<file path="src/rtl/chop_pkg.sv">
package chop_pkg;

  typedef enum logic [2:0] {
    ST_IDLE  = 3'd0,
    ST_DRIVE = 3'd1,
    ST_SLOW  = 3'd2,
    ST_FAST  = 3'd3,
    ST_OFF   = 3'd4
  } chop_st_e;

  typedef enum logic [1:0] {
    LEG_OFF  = 2'd0,
    LEG_HIGH = 2'd1,
    LEG_LOW  = 2'd2
  } leg_cmd_e;

  localparam logic [1:0] DK_SLOW  = 2'b00;
  localparam logic [1:0] DK_MIXED = 2'b01;

  // Requested switch for one leg in a given phase.
  // is_out1 selects leg A (output 1); sign=1 drives output 1 high.
  function automatic leg_cmd_e leg_request(chop_st_e st, logic sign, logic is_out1);
    logic fwd_high;
    fwd_high = (sign == is_out1);
    case (st)
      ST_DRIVE: leg_request = fwd_high ? LEG_HIGH : LEG_LOW;
      ST_FAST:  leg_request = fwd_high ? LEG_LOW  : LEG_HIGH;
      ST_SLOW:  leg_request = LEG_LOW;
      default:  leg_request = LEG_OFF;
    endcase
  endfunction

  // Decay phase entered on a qualified trip.
  function automatic chop_st_e decay_entry(logic [1:0] code, logic falling, logic before_mix);
    if (code == DK_SLOW)       decay_entry = ST_SLOW;
    else if (code == DK_MIXED) decay_entry = (falling && before_mix) ? ST_FAST : ST_SLOW;
    else                       decay_entry = ST_FAST;
  endfunction

endpackage

</file>
<file path="src/rtl/chop_timer.sv">
module chop_timer #(
  parameter int PERIOD_CYC = 2000,
  localparam int CW = $clog2(PERIOD_CYC)
) (
  input  logic          clk,
  input  logic          rst_n,
  input  logic          en,
  output logic [CW-1:0] cnt,
  output logic          last
);
  localparam logic [CW-1:0] LAST_CNT = CW'(PERIOD_CYC - 1);

  assign last = (cnt == LAST_CNT);

  // Parked on the last count while idle so the next edge opens a period.
  always_ff @(posedge clk or negedge rst_n) begin
    if (!rst_n)    cnt <= LAST_CNT;
    else if (!en)  cnt <= LAST_CNT;
    else if (last) cnt <= '0;
    else           cnt <= cnt + 1'b1;
  end
endmodule

</file>
<file path="src/rtl/chop_fsm.sv">
module chop_fsm
  import chop_pkg::*;
#(
  parameter int PERIOD_CYC = 2000,
  parameter int BLANK_CYC  = 375,
  parameter int MIX_CYC    = 1500,
  localparam int CW = $clog2(PERIOD_CYC)
) (
  input  logic          clk,
  input  logic          rst_n,
  input  logic          en,
  input  logic [CW-1:0] cnt,
  input  logic          last,
  input  logic [1:0]    decay_sel,
  input  logic          sign,
  input  logic          trip,
  input  logic          zero_det,
  input  logic          decreasing,
  output chop_st_e      st,
  output logic          sign_q,
  output logic          mixed_q
);
  logic [1:0] mode_q;
  logic       falling_q;
  chop_st_e   st_nxt;

  wire blank_done = (cnt >= CW'(BLANK_CYC));
  wire before_mix = (cnt <  CW'(MIX_CYC - 1));
  wire at_mix     = (cnt == CW'(MIX_CYC - 1));
  wire new_period = en && last;

  assign mixed_q = (mode_q == DK_MIXED);

  always_comb begin
    st_nxt = st;
    if (!en)             st_nxt = ST_IDLE;
    else if (last)       st_nxt = ST_DRIVE;
    else begin
      case (st)
        ST_DRIVE: if (trip && blank_done)
                    st_nxt = decay_entry(mode_q, falling_q, before_mix);
        ST_FAST:  if (zero_det)               st_nxt = ST_OFF;
                  else if (mixed_q && at_mix) st_nxt = ST_SLOW;
        default:  ;
      endcase
    end
  end

  always_ff @(posedge clk or negedge rst_n) begin
    if (!rst_n) begin
      st        <= ST_IDLE;
      sign_q    <= 1'b0;
      mode_q    <= DK_SLOW;
      falling_q <= 1'b0;
    end else begin
      st <= st_nxt;
      if (new_period) begin
        sign_q    <= sign;
        mode_q    <= decay_sel;
        falling_q <= decreasing;
      end
    end
  end
endmodule

</file>
<file path="src/rtl/leg_deadtime.sv">
module leg_deadtime
  import chop_pkg::*;
#(
  parameter int DEAD_CYC = 40,
  localparam int DW = $clog2(DEAD_CYC + 1)
) (
  input  logic     clk,
  input  logic     rst_n,
  input  logic     en,
  input  leg_cmd_e req,
  output logic     hi_g,
  output logic     lo_g
);
  logic [DW-1:0] off_cnt;
  wire ready  = (off_cnt >= DW'(DEAD_CYC - 1));
  wire hi_nxt = en && (req == LEG_HIGH) && (hi_g || (!lo_g && ready));
  wire lo_nxt = en && (req == LEG_LOW)  && (lo_g || (!hi_g && ready));

  always_ff @(posedge clk or negedge rst_n) begin
    if (!rst_n) begin
      hi_g    <= 1'b0;
      lo_g    <= 1'b0;
      off_cnt <= '0;
    end else begin
      hi_g <= hi_nxt;
      lo_g <= lo_nxt;
      if (hi_g || lo_g) off_cnt <= '0;
      else if (!ready)  off_cnt <= off_cnt + 1'b1;
    end
  end
endmodule

</file>
<file path="src/rtl/hbridge_chopper.sv">
module hbridge_chopper
  import chop_pkg::*;
#(
  parameter int PERIOD_CYC = 2000,
  parameter int BLANK_CYC  = 375,
  parameter int MIX_CYC    = 1500,
  parameter int DEAD_CYC   = 40
) (
  input  logic       clk,
  input  logic       rst_n,
  input  logic       en,
  input  logic [1:0] decay_sel,
  input  logic       sign,
  input  logic       trip,
  input  logic       zero_det,
  input  logic       decreasing,
  output logic       gate_hi_a,
  output logic       gate_lo_a,
  output logic       gate_hi_b,
  output logic       gate_lo_b
);
  localparam int CW   = $clog2(PERIOD_CYC);
  localparam int LEGS = 2;

  logic [CW-1:0] cnt;
  logic          last;
  chop_st_e      st;
  logic          sign_q;
  logic          mixed_q;
  logic [LEGS-1:0] hi_v, lo_v;

  chop_timer #(.PERIOD_CYC(PERIOD_CYC)) timer_i (
    .clk(clk), .rst_n(rst_n), .en(en), .cnt(cnt), .last(last)
  );

  chop_fsm #(
    .PERIOD_CYC(PERIOD_CYC), .BLANK_CYC(BLANK_CYC), .MIX_CYC(MIX_CYC)
  ) fsm_i (
    .clk(clk), .rst_n(rst_n), .en(en), .cnt(cnt), .last(last),
    .decay_sel(decay_sel), .sign(sign), .trip(trip), .zero_det(zero_det),
    .decreasing(decreasing), .st(st), .sign_q(sign_q), .mixed_q(mixed_q)
  );

  // Leg 0 is output 1 (leg A), leg 1 is output 2 (leg B).
  for (genvar g = 0; g < LEGS; g++) begin : g_leg
    leg_cmd_e req;
    assign req = leg_request(st, sign_q, 1'(g == 0));
    leg_deadtime #(.DEAD_CYC(DEAD_CYC)) leg_i (
      .clk(clk), .rst_n(rst_n), .en(en), .req(req),
      .hi_g(hi_v[g]), .lo_g(lo_v[g])
    );
  end

  assign gate_hi_a = hi_v[0];
  assign gate_lo_a = lo_v[0];
  assign gate_hi_b = hi_v[1];
  assign gate_lo_b = lo_v[1];
endmodule

</file>
<file path="config.mk">
export PLATFORM = sky130hd
export DESIGN_NAME = hbridge_chopper
export DESIGN_NICKNAME = d
export VERILOG_FILES = /design/src/rtl/chop_pkg.sv /design/src/rtl/chop_timer.sv /design/src/rtl/chop_fsm.sv /design/src/rtl/leg_deadtime.sv /design/src/rtl/hbridge_chopper.sv
export SDC_FILE = /design/constraint.sdc
export NUM_CORES = 1
export LEC_CHECK = 0
export BUFFER_PORTS_ARGS = -buffer_cell sky130_fd_sc_hd__buf_2
export CAP_MARGIN = 20
export CORE_ASPECT_RATIO = 1.2
export CORE_MARGIN = 3
export CORE_UTILIZATION = 36
export CTS_CLUSTER_DIAMETER = 150
export CTS_CLUSTER_SIZE = 20
export DETAILED_ROUTE_END_ITERATION = 10
export GPL_ROUTABILITY_DRIVEN = 0
export SYNTH_ARGS = -nofsm -noshare
export SYNTH_HDL_FRONTEND = slang
export SYNTH_SLANG_ARGS = --single-unit
</file>
<file path="constraint.sdc">
create_clock -name clk -period 2.4 [get_ports clk]
set_clock_uncertainty 0.1 [all_clocks]
set_input_delay 0.48 -clock clk [delete_from_list [all_inputs] [get_ports clk]]
set_output_delay 0.48 -clock clk [all_outputs]
set_load 0.02 [all_outputs]
</file>
==> metrics <==
status completed; maxcap violations 0; relative slew slack 0.497; Vias/cell 5.25; Root Buffer clkbuf_8; TritonCTS clock tree done; synthesized area per cell 10.2 sq um; Arr. time, crit path 2300 ps; Post-synth EDFFs 0; HP Class primary input to async pin; number of distinct library cells after synthesis 38; largest cells by area after synthesis dfrtp_1 35%, dfstp_2 13%, xor2_1 4.9%, nor3_1 4.2%, xnor2_1 4.0%; most common cell after layout, fill and taps aside dfrtp_1; CTS Buf Count 5; initial antenna violation count 0; Most used DFF post-synth dfrtp_1; clk sink count 34; largest net degree at the start of global routing 35; die area 0.00580 sq mm; sequential-to-total area share from yosys stat 0.487; Mapped Nets between 150 and 200; critical path class flip-flop to flip-flop; Leak ~0.86 nW; Tcrit/Tclk final 0.928; worst skew pair latency 280 ps; post-DP HPWL 2.45 mm; fmax 449 MHz; Post-CTS Setup Inserts 0; WHS 156 ps; WL/cell 14.3 um; final setup fails 0; # H-tree levels 2; vias in the first global route between 1000 and 1500; global-route wire length before repair 6.19 mm; post_cts resized 0; final net count 198; cells after synthesis between 150 and 200; Synth top area share 0.353; clk buf depth 2; hold buffers post-CTS 0; share of cells above drive strength 1 0.203; pin slew with the least headroom to its limit 755 ps; cell taking the most area after synthesis dfrtp_1; total DRC errors in the routed layout 0; Final Max Tran Viols 0; Max IR drop VDD around 0.67 mV; Tot GR Track Use 0.132; Period minus WS final 2230 ps; die width 70.0 um; I/O Pins 13; TritonRoute pass-1 iters 4; most frequent cells in the layout 25 x dfrtp_1, 15 x nor3_1, 14 x nor2_1, 13 x nand2_1, 12 x buf_2; Ys Warns 0; # diodes 0; CP Launch Type flip-flop; CP endpoint kind flip-flop; 1st-iter DRT viols 56; core area about 0.0047 sq mm; Pwr per Cell Area 1320 mW/mm^2; via count ~1300; clk slew on worst S/H paths 70 ps; Required @ worst endpoint roughly 2500 ps; cell area after synthesis 0.00177 sq mm; Initial Utilization 0.380; # rows 27; FF+latch count, synth 34; residual overflow from global routing 0; DIE HEIGHT 82.8 um; Detailed Route WL between 3 and 4 mm; crit-path max FO 8; fraction of registers with async set/reset 1.00; Fin. Hold Viols 0; Detail Route Antenna Nets 0; RSZ-0062 raised after global routing no; Final TNS setup 0 ps; port bufs 12; synth-to-layout area growth 11.4%
## Yosys cell counts (2+ instances only)
cell type	instances
and3_1	3
xor2_1	10
a211oi_1	3
nand3_1	4
nor2_1	14
dfrtp_1	25
nand2_1	13
dfstp_2	9
a21oi_1	5
a211o_1	2
mux2i_1	3
nor2b_1	2
a31oi_1	4
inv_1	7
ha_1	3
o21ai_0	9
mux2_4	4
xnor2_1	8
clkbuf_1	4
nand2b_1	2
nand4_1	4
nand4b_1	3
buf_2	3
nor3_1	15
## kinds of logic (layout without fill, tap and decap cells)
group | Yosys count | in the layout | synth area share
AOI/OAI and AO/OA | 30 | 30 | 0.112
DFF | 34 | 34 | 0.487
xor gates and xnor gates | 18 | 18 | 0.0890
muxes | 7 | 7 | 0.0509
adders and majority gates | 3 | 3 | 0.0212
and+or+nand+nor | 66 | 66 | 0.204
buffers and inverters | 15 | 29 | 0.0360
## per-stage QoR
stage          std cells  instance area, sq um  total power, mW   util  setup WS [ps]
4_1_cts              245                  1970             2.62  0.423           96.5
5_1_grt              245                  1970             2.83  0.423           22.2
3_3_place_gp         237                  1880             2.15  0.403            188
3_5_place_dp         237                  1880             2.17  0.403            106
6_report             245                  1970             2.59  0.423            172
2_1_floorplan        173                  1770             1.91      -           81.1
## critical path, cell delays in order (launching register included)
cell and delay (ps):
dfstp_2 570, ha_1 200, nand3_2 110, or3_4 400, nor4_4 240, buf_4 220, nand2b_1 200, nor2_1 80
## registers in the layout, summed over array words and instances, names as in the netlist
register             flops
timer_i.cnt             11
fsm_i.mode_q             2
g_leg.leg_i.lo_g         2
fsm_i.falling_q          1
fsm_i.sign_q             1
g_leg.leg_i.hi_g         2
fsm_i.st                 3
g_leg.leg_i.off_cnt     12
## layout make-up
class,instances,area (sq um)
Clock buffer,7,86.3
Tap cell,58,72.6
Timing Repair Buffer,14,75.1
Multi-Input combinational cell,124,845
Fill cell,471,2690
Clock inverter,1,5.00
Sequential cell,34,862
Inverter,7,26.3
## where the power goes
group	internal (mW)	switching, mW	leakage (nW)
registers	0.859	0.291	0.410
logic	0.499	0.509	0.405
clock network	0.231	0.206	0.0482
## per-layer routing
| layer | GRT usage | wire length, um |
|---|---|---|
| met5 | 0 | 0 |
| met4 | 0.0523 | 59 |
| met3 | 0.0400 | 112 |
| met2 | 0.214 | 1710 |
| met1 | 0.164 | 1620 |
## final timing paths
| path | start | endpoint | slack, ps | cells past startpoint |
|---|---|---|---|---|
| max reg2reg | timer_i.cnt[0] | timer_i.cnt[4] | 170 | 7 |
| min in group clk | decreasing | fsm_i.falling_q | 320 | 2 |
| min | rst_n | g_leg[0].leg_i.off_cnt[5] | 160 | 1 |
| max in group asynchronous | rst_n | timer_i.cnt[5] | 1560 | 1 |
| min reg2reg | fsm_i.falling_q | fsm_i.falling_q | 420 | 1 |
| max | timer_i.cnt[0] | timer_i.cnt[4] | 170 | 7 |
(Power assumes the default switching activity.)
